**config.mk**
```make
export PLATFORM = sky130hd
export DESIGN_NAME = irq_vector_ctrl
export DESIGN_NICKNAME = d
export VERILOG_FILES = /design/src/rtl/irqv_pkg.sv /design/src/rtl/irqv_arb.sv /design/src/rtl/irqv_vecfetch.sv /design/src/rtl/irq_vector_ctrl.sv
export SDC_FILE = /design/constraint.sdc
export NUM_CORES = 1
export LEC_CHECK = 0
export BUFFER_PORTS_ARGS = -buffer_cell sky130_fd_sc_hd__clkbuf_2
export CELL_PAD_IN_SITES_DETAIL_PLACEMENT = 0
export CELL_PAD_IN_SITES_GLOBAL_PLACEMENT = 2
export CORE_MARGIN = 2
export CORE_UTILIZATION = 33
export CTS_BUF_LIST = sky130_fd_sc_hd__clkbuf_8
export DETAILED_ROUTE_END_ITERATION = 8
export GPL_TIMING_DRIVEN = 0
export PLACE_DENSITY = 0.94
export SLEW_MARGIN = 40
export SYNTH_ARGS = -nofsm -noshare
export SYNTH_HDL_FRONTEND = slang
export SYNTH_HIERARCHICAL = 1
export SYNTH_SLANG_ARGS = --single-unit
```
**constraint.sdc**
```tcl
create_clock -name clk -period 3.1 [get_ports clk]
set_clock_uncertainty 0.2 [all_clocks]
set_input_delay 0.31 -clock clk [delete_from_list [all_inputs] [get_ports clk]]
set_output_delay 0.31 -clock clk [all_outputs]
set_load 0.05 [all_outputs]
```
**src/rtl/irqv_pkg.sv**
```systemverilog
package irqv_pkg;

    typedef enum logic [2:0] {
        ST_IDLE,
        ST_ACK1,
        ST_GAP,
        ST_ACK2,
        ST_FETCH,
        ST_DONE
    } irqv_state_e;

    localparam int unsigned TYPE_W    = 8;
    localparam int unsigned VEC_BYTES = 4;
    localparam logic [TYPE_W-1:0] NMI_TYPE = 8'd2;

endpackage

```
**src/rtl/irqv_arb.sv**
```systemverilog
module irqv_arb
    import irqv_pkg::*;
(
    input  logic              clk,
    input  logic              rst_n,
    input  logic              nmi_in,
    input  logic              irq_req,
    input  logic              int_en,
    input  logic              swi_req,
    input  logic [TYPE_W-1:0] swi_type,
    input  logic              take,
    output logic              req_any,
    output logic              is_ext,
    output logic [TYPE_W-1:0] pick_type
);
    logic nmi_prev;
    logic nmi_pend;
    logic nmi_rise;
    logic nmi_sel;

    assign nmi_rise = nmi_in & ~nmi_prev;
    assign nmi_sel  = nmi_rise | nmi_pend;

    always_ff @(posedge clk or negedge rst_n) begin
        if (!rst_n) begin
            nmi_prev <= 1'b0;
            nmi_pend <= 1'b0;
        end else begin
            nmi_prev <= nmi_in;
            nmi_pend <= nmi_sel & ~take;
        end
    end

    always_comb begin
        req_any   = 1'b0;
        is_ext    = 1'b0;
        pick_type = '0;
        if (nmi_sel) begin
            req_any   = 1'b1;
            pick_type = NMI_TYPE;
        end else if (swi_req) begin
            req_any   = 1'b1;
            pick_type = swi_type;
        end else if (irq_req && int_en) begin
            req_any = 1'b1;
            is_ext  = 1'b1;
        end
    end

endmodule

```
**src/rtl/irqv_vecfetch.sv**
```systemverilog
module irqv_vecfetch
    import irqv_pkg::*;
(
    input  logic                         clk,
    input  logic                         rst_n,
    input  logic                         start,
    input  logic                         accept,
    input  logic [7:0]                   byte_in,
    output logic [$clog2(VEC_BYTES)-1:0] idx,
    output logic                         last,
    output logic [15:0]                  off,
    output logic [15:0]                  seg
);
    localparam int unsigned IDX_W = $clog2(VEC_BYTES);

    logic [8*VEC_BYTES-1:0] vec_q;

    always_ff @(posedge clk or negedge rst_n) begin
        if (!rst_n) begin
            idx   <= '0;
            vec_q <= '0;
        end else if (start) begin
            idx <= '0;
        end else if (accept) begin
            vec_q[8*idx +: 8] <= byte_in;
            idx               <= idx + IDX_W'(1);
        end
    end

    assign last = (idx == IDX_W'(VEC_BYTES - 1));
    assign off  = vec_q[15:0];
    assign seg  = vec_q[31:16];

endmodule

```
**src/rtl/irq_vector_ctrl.sv**
```systemverilog
module irq_vector_ctrl
    import irqv_pkg::*;
#(
    parameter int unsigned ADDR_W     = 20,
    parameter int unsigned PULSE_CLKS = 2,
    parameter int unsigned GAP_CLKS   = 2
) (
    input  logic              clk,
    input  logic              rst_n,
    input  logic              irq_req,
    input  logic              nmi_in,
    input  logic              ie_set,
    input  logic              swi_req,
    input  logic [7:0]        swi_type,
    input  logic [7:0]        ack_type,
    input  logic              rd_valid,
    input  logic [7:0]        rd_data,
    output logic              ack_n,
    output logic              rd_req,
    output logic [ADDR_W-1:0] rd_addr,
    output logic [15:0]       hnd_off,
    output logic [15:0]       hnd_seg,
    output logic              done,
    output logic              int_en
);
    localparam int unsigned IDX_W  = $clog2(VEC_BYTES);
    localparam int unsigned MAXCNT = (PULSE_CLKS > GAP_CLKS) ? PULSE_CLKS : GAP_CLKS;
    localparam int unsigned CNT_W  = $clog2(MAXCNT + 1);
    localparam int unsigned PAD_W  = ADDR_W - TYPE_W - IDX_W;

    irqv_state_e       st_q, st_n;
    logic [CNT_W-1:0]  cnt_q, cnt_n;
    logic [TYPE_W-1:0] type_q;
    logic              take;
    logic              req_any;
    logic              is_ext;
    logic [TYPE_W-1:0] pick_type;
    logic              cap_type;
    logic              accept;
    logic              last;
    logic [IDX_W-1:0]  idx;

    irqv_arb u_arb (
        .clk       (clk),
        .rst_n     (rst_n),
        .nmi_in    (nmi_in),
        .irq_req   (irq_req),
        .int_en    (int_en),
        .swi_req   (swi_req),
        .swi_type  (swi_type),
        .take      (take),
        .req_any   (req_any),
        .is_ext    (is_ext),
        .pick_type (pick_type)
    );

    irqv_vecfetch u_fetch (
        .clk     (clk),
        .rst_n   (rst_n),
        .start   (take),
        .accept  (accept),
        .byte_in (rd_data),
        .idx     (idx),
        .last    (last),
        .off     (hnd_off),
        .seg     (hnd_seg)
    );

    // Next-state logic
    always_comb begin
        st_n     = st_q;
        cnt_n    = cnt_q;
        take     = 1'b0;
        cap_type = 1'b0;
        unique case (st_q)
            ST_IDLE: begin
                if (req_any) begin
                    take  = 1'b1;
                    cnt_n = '0;
                    st_n  = is_ext ? ST_ACK1 : ST_FETCH;
                end
            end
            ST_ACK1: begin
                if (cnt_q == CNT_W'(PULSE_CLKS - 1)) begin
                    cnt_n = '0;
                    st_n  = ST_GAP;
                end else begin
                    cnt_n = cnt_q + CNT_W'(1);
                end
            end
            ST_GAP: begin
                if (cnt_q == CNT_W'(GAP_CLKS - 1)) begin
                    cnt_n = '0;
                    st_n  = ST_ACK2;
                end else begin
                    cnt_n = cnt_q + CNT_W'(1);
                end
            end
            ST_ACK2: begin
                if (cnt_q == CNT_W'(PULSE_CLKS - 1)) begin
                    cnt_n    = '0;
                    cap_type = 1'b1;
                    st_n     = ST_FETCH;
                end else begin
                    cnt_n = cnt_q + CNT_W'(1);
                end
            end
            ST_FETCH: begin
                if (rd_valid && last) begin
                    st_n = ST_DONE;
                end
            end
            ST_DONE: begin
                st_n = ST_IDLE;
            end
            default: begin
                st_n = ST_IDLE;
            end
        endcase
    end

    // State register, type register and enable bit
    always_ff @(posedge clk or negedge rst_n) begin
        if (!rst_n) begin
            st_q   <= ST_IDLE;
            cnt_q  <= '0;
            type_q <= '0;
            int_en <= 1'b0;
        end else begin
            st_q  <= st_n;
            cnt_q <= cnt_n;
            if (take && !is_ext) begin
                type_q <= pick_type;
            end else if (cap_type) begin
                type_q <= ack_type;
            end
            if (st_q == ST_DONE) begin
                int_en <= 1'b0;
            end else if (ie_set) begin
                int_en <= 1'b1;
            end
        end
    end

    // Outputs
    always_comb begin
        ack_n   = !((st_q == ST_ACK1) || (st_q == ST_ACK2));
        rd_req  = (st_q == ST_FETCH);
        done    = (st_q == ST_DONE);
        rd_addr = {{PAD_W{1'b0}}, type_q, idx};
    end

    assign accept = rd_req & rd_valid;

endmodule

```
# Yosys cells after proc, flatten, opt, wreduce, memory -nomap -nowiden
# Index checks and enable logic that the tools add are counted.
word_totals:
  register_bits: 50
  out_inout_bits: 56
op_classes:
  add_sub_neg: 3
  n_eq_ne: 12
  shifts: 2
  muxes: 28
  bitwise_logic: 6
  reduce_logical: 15
ops:
  columns: ["cell", "n"]
  rows:
  - ["negation 5 -> 34 bit", 1]
  - ["variable shift 8 x 34 -> 32 bit (first input constant)", 1]
  - ["indexed part select 8 x 34 -> 32 bit", 1]
  - ["bitwise mux 32 bit", 1]
  - ["2-to-1 mux 8 bit", 4]
  - ["2-to-1 mux 3 bit", 6]
  - ["one-hot mux 3 bit (5 select lines)", 1]
  - ["2-to-1 mux 1 bit", 11]
  - ["2-to-1 mux 2 bit", 4]
  - ["!= test 2 bit (second input constant)", 4]
  - ["nonzero test 2 bit", 4]
  - ["equality test 3 x 2 -> 1 bit (second input constant)", 2]
  - ["equality test 3 bit (second input constant)", 2]
  - ["AND reduction 5 bit", 1]
  - ["adder 2 x 1 -> 2 bit (second input constant)", 2]
  - ["one-hot mux 2 bit (2 select lines)", 1]
  - ["AND reduction 2 bit", 2]
  - ["bitwise AND 1 bit", 3]
  - ["equality test 3 x 1 -> 1 bit (second input constant)", 1]
  - ["logical AND 1 bit", 3]
  - ["logical NOT 3 bit", 1]
  - ["OR reduction 3 bit", 1]
  - ["equality test 2 x 1 -> 1 bit (second input constant)", 1]
  - ["equality test 2 bit (second input constant)", 1]
  - ["other kinds (5)", 7]

# Depth between registers and ports, before layout
depth:
  word_depth: 8
  ltp_mapped: 8
  ltp_nobuf: 6

# Hierarchy
# Netlist, hierarchy kept.
modules_own_cells:
  columns: ["mod", "n_inst", "cells_per_inst", "area_each_um2", "seq_area_each_um2"]
  rows:
  - ["irqv_vecfetch", 1, 148, 1737.9, 850.8]
  - ["irq_vector_ctrl", 1, 95, 869.6, 350.3]
  - ["irqv_arb", 1, 22, 222.7, 50.0]

# Worst setup path before layout
# No wires, ideal clock.
synth_timing:
  path_type: "reg-to-reg"
  startpoint: "register u_fetch.idx[0]"
  endpoint: "register u_fetch.vec_q[24]"
  setup_time_ns: 0.095
  arrival_ns: 2.405
  t_required_ns: 2.805
  path_slack_ns: 0.400
  path_stages_with_launch: 7
  n_path_buf: 2
  cell_sequence: "dfrtp_1 > clkbuf_1 > inv_1 > ha_1 > or4b_4 > buf_6 > o32ai_2"
synth_between:
  elab_chain_cells: 3
  elab_cells_between_ends: 4
synth_rtl:
  columns: ["item", "line_no", "text"]
  rows:
  - ["start: declaration", "irqv_vecfetch.sv:9", "output logic [$clog2(VEC_BYTES)-1:0] idx,"]
  - ["start signal: assignment", "irqv_vecfetch.sv:26", "idx <= idx + IDX_W'(1);"]
  - ["negation 5 -> 34 bit (*)", "irqv_vecfetch.sv:25", "vec_q[8*idx +: 8] <= byte_in;"]
  - ["indexed part select 8 x 34 -> 32 bit / variable shift 8 x 34 -> 32 bit (equally long branches)", "irqv_vecfetch.sv:25", null]
  - ["bitwise mux 32 bit (*)", "irqv_vecfetch.sv:25", null]
  - ["end signal: indexed assignment", "irqv_vecfetch.sv:25", null]
  - ["end: declaration", "irqv_vecfetch.sv:16", "logic [8*VEC_BYTES-1:0] vec_q;"]
# Every way passes the cells marked *; elsewhere a longest branch is shown, timed or not.
# A chain may end at the register's enable or synchronous reset.

# Final worst setup path
layout_timing:
  startpoint: "register u_fetch.idx[0]"
  endpoint: "register u_fetch.vec_q[25]"
# Same word-level chain as after synthesis.

==> results_dict.tcl <==
set metrics [dict create \
    m1WireLength_um 3380 \
    tightest_slew_ns 0.704 \
    cts_max_level 2 \
    syn-cell-area_um2 2830 \
    reg2reg_from "u_fetch/idx[0]" \
    hp-class "input port to flip-flop" \
    cts_root_buf "clkbuf_8" \
    drtPass1Iterations 5 \
    wl_um 6940 \
    synth_edf_count 0 \
    p_leak_uw 0.00168 \
    cp-startpoint "u_fetch/idx[0]" \
    arrival_ns 2.68 \
    slowest_delay_ns 0.55 \
    netlist_instances 265 \
    seq_area_frac_synth 0.442 \
    rows 33 \
    p_switching_uw 2020 \
    die_y_um 96.6 \
    grt_overflow_total 0 \
    ys_types 44 \
    drtIter0Drc 86 \
    grt_usage 0.147 \
    die-area_um2 9330 \
    vdd.ir_drop.worst_uv 439 \
    areaGrowthSynthToFinish_pct 23.9 \
    synth_top_cell_by_area "dfrtp_1" \
    die_width_um 96.6 \
    fin_total_pwr_uw 3830 \
    highest_layer "met4" \
    cts_buffers 5 \
    fin_setup_tns_ns 0 \
    antenna_left 0 \
    crit_end "u_fetch/vec_q[25]" \
    pre_cts_slack_ns 0.438 \
    synth_area_leaders "dfrtp_1, o32ai_2, nor4bb_1" \
    combPwrFrac 0.597 \
    rsz0062_at_grt "no" \
    critical_path_class "flip-flop to flip-flop" \
    initial_utilization 0.343 \
    worstPathCellList "clkbuf_1 -> inv_1 -> ha_1 -> or4b_4 -> buf_6 -> o32ai_2" \
    pwr-share-seq 0.285 \
    ys.flop_type "dfrtp_1" \
    antenna_found_initial 0 \
    port_buffers 76 \
    cp-start-kind "flip-flop" \
    grt_max_degree 51 \
    dp_hpwl_um 5010 \
    timing.rr.end "u_fetch/vec_q[25]" \
    cp-end-kind "flip-flop" \
    vias 2328 \
    layout-drive-gt1-share 0.356 \
    cp_slowest_cell "or4b_4" \
    wl_met3_um 383 \
    ff2ff_path_depth 6 \
    grt_pass1_wl_um 11500 \
    clkSinkCount 50 \
    worstPathRequired_ns 3.11 \
    finalCritPeriodShare 0.863 \
    yosysWarnings 6 \
    antenna_cells 0 \
    maxCapViolCount 0 \
    wl_met2_um 3150 \
    slew_violations 0 \
    post-synth-top-count-cell "dfrtp_1" \
    slew_headroom 0.531 \
    path_max_fanout 10 \
    worst_slack_ns 0.424 \
    via_per_inst 5.01 \
    crit_family "buffers and inverters" \
    route.detailed.drc 0 \
    internal_power_uw 1800 \
    clk_latency_ns 0.30 \
    gp_congestion 0.813 \
    syn_area_per_cell_um2 10.7 \
    design.core.area_um2 8260 \
    synth_top_area_share 0.442 \
    path_buf_inv 3 \
    swShare 0.529 \
    path_depth 6 \
    drt-wirelength-per-cell_um 14.9 \
    reg2reg_slack_ns 0.42 \
    setup_viol 0 \
    grt_pass1_vias 2259 \
    pin_count 87 \
    p_clk_frac 0.118 \
    ys_ff_latch 50 \
    fin_crit_ns 2.68 \
    max_freq_ghz 0.374 \
    synthArstFlopShare 1.00 \
    nets 396 \
    powerDensity_nw_per_um2 1090 \
    hold_viol_final 0 \
    synthTopCellsByCount "dfrtp_1, inv_1, nand2_1" \
    clock_path_buffers 2 \
    status "completed" \
    clk_pin_slew_ns 0.09 \
    cts_tree "built" \
]
[worst min-delay path, cell delays in order]
cell,delay [ns]
clkbuf_2,0.08
nor2_1,0.03
nor2_1,0.07
[area by class of cell]
type,instances,area [µm²]
Clock buffer,5,68.8
Inverter,19,76.3
Timing Repair Buffer,78,403
Clock inverter,3,40.0
Fill cell,840,4750
Sequential cell,50,1250
Buffer,34,210
Multi-Input combinational cell,171,1330
Tap cell,105,131
[stage by stage]
stage          instances  instance area (µm²)  hold slack [ns]   util
3_3_place_gp         455                 3380            0.246  0.409
6_report             465                 3510           0.0298  0.425
5_1_grt              465                 3510           0.0428  0.425
3_5_place_dp         455                 3380            0.230  0.409
4_1_cts              465                 3510           0.0174  0.425
2_1_floorplan        274                 2860           -0.186      -
[sequential cells by signal (all words and copies together), names as in the netlist]
signal          cells
type_q              8
u_arb/nmi_prev      1
int_en              1
cnt_q               2
u_fetch/vec_q      32
st_q                3
u_fetch/idx         2
u_arb/nmi_pend      1
[cell families (layout without fill, tap and decap cells)]
logic type / count (synthesis) / in the layout / synth area share
other: 1 / 10 / 0.00132
AOI/OAI and AO/OA: 49 / 49 / 0.149
xor gates and xnor gates: 2 / 2 / 0.00619
and+or+nand+nor: 92 / 92 / 0.226
DFF: 50 / 50 / 0.442
adders and majority gates: 6 / 6 / 0.0265
muxes: 12 / 12 / 0.0469
buffers and inverters: 53 / 139 / 0.101
[timing repair]
item	in CTS	in global routing
hold endpoints to repair	51	0
buffers inserted	0	0
hold buffers	2	0
resized for setup	0	0
[power groups by stage]
stage | logic, µW | registers [µW] | clock network, µW
2_1_floorplan | 965 | 1910 | 0
3_3_place_gp | 2270 | 1100 | 0
3_5_place_dp | 2290 | 1100 | 0
4_1_cts | 2300 | 1090 | 469
5_1_grt | 2440 | 1130 | 490
6_report | 2290 | 1090 | 452
[how the worst min path moves through the flow]
stage / cells after the start / end / slack (ns) / startpoint
after floorplan: 0 / cnt_q[0] / -0.19 / rst_n
after global placement: 1 / u_arb/nmi_prev / 0.25 / nmi_in
after detailed placement: 1 / u_fetch/vec_q[12] / 0.23 / rst_n
after CTS: 3 / int_en / 0.02 / ie_set
after global routing: 3 / int_en / 0.04 / ie_set
final: 3 / int_en / 0.03 / ie_set
[cell usage in the layout, fill, tap and decap left out, types with 6 or more instances in the layout]
| master | Yosys | layout |
|---|---|---|
| a31oi_1 | 7 | 7 |
| a32o_1 | 8 | 8 |
| buf_2 | 6 | 6 |
| buf_4 | 10 | 10 |
| clkbuf_1 | 12 | 12 |
| clkbuf_2 | 0 | 75 |
| conb_1 | 1 | 10 |
| dfrtp_1 | 50 | 50 |
| ha_1 | 6 | 6 |
| inv_1 | 18 | 18 |
| mux2_1 | 8 | 8 |
| nand2_1 | 17 | 17 |
| nand3_1 | 10 | 10 |
| nor2_1 | 7 | 7 |
| nor2b_1 | 12 | 12 |
| nor3_1 | 10 | 10 |
| nor3b_2 | 6 | 6 |
| nor4bb_1 | 10 | 10 |
| o21ai_0 | 11 | 11 |
| o32ai_1 | 7 | 7 |
| o32ai_2 | 7 | 7 |
[per-layer routing]
layer	global-route usage	vias to the layer above
met1	0.214	1126
met3	0.0275	5
met2	0.232	76
met4	0.0260	0
li1	-	1121
met5	0	-
Note: power is estimated with default switching activity, not from simulation.
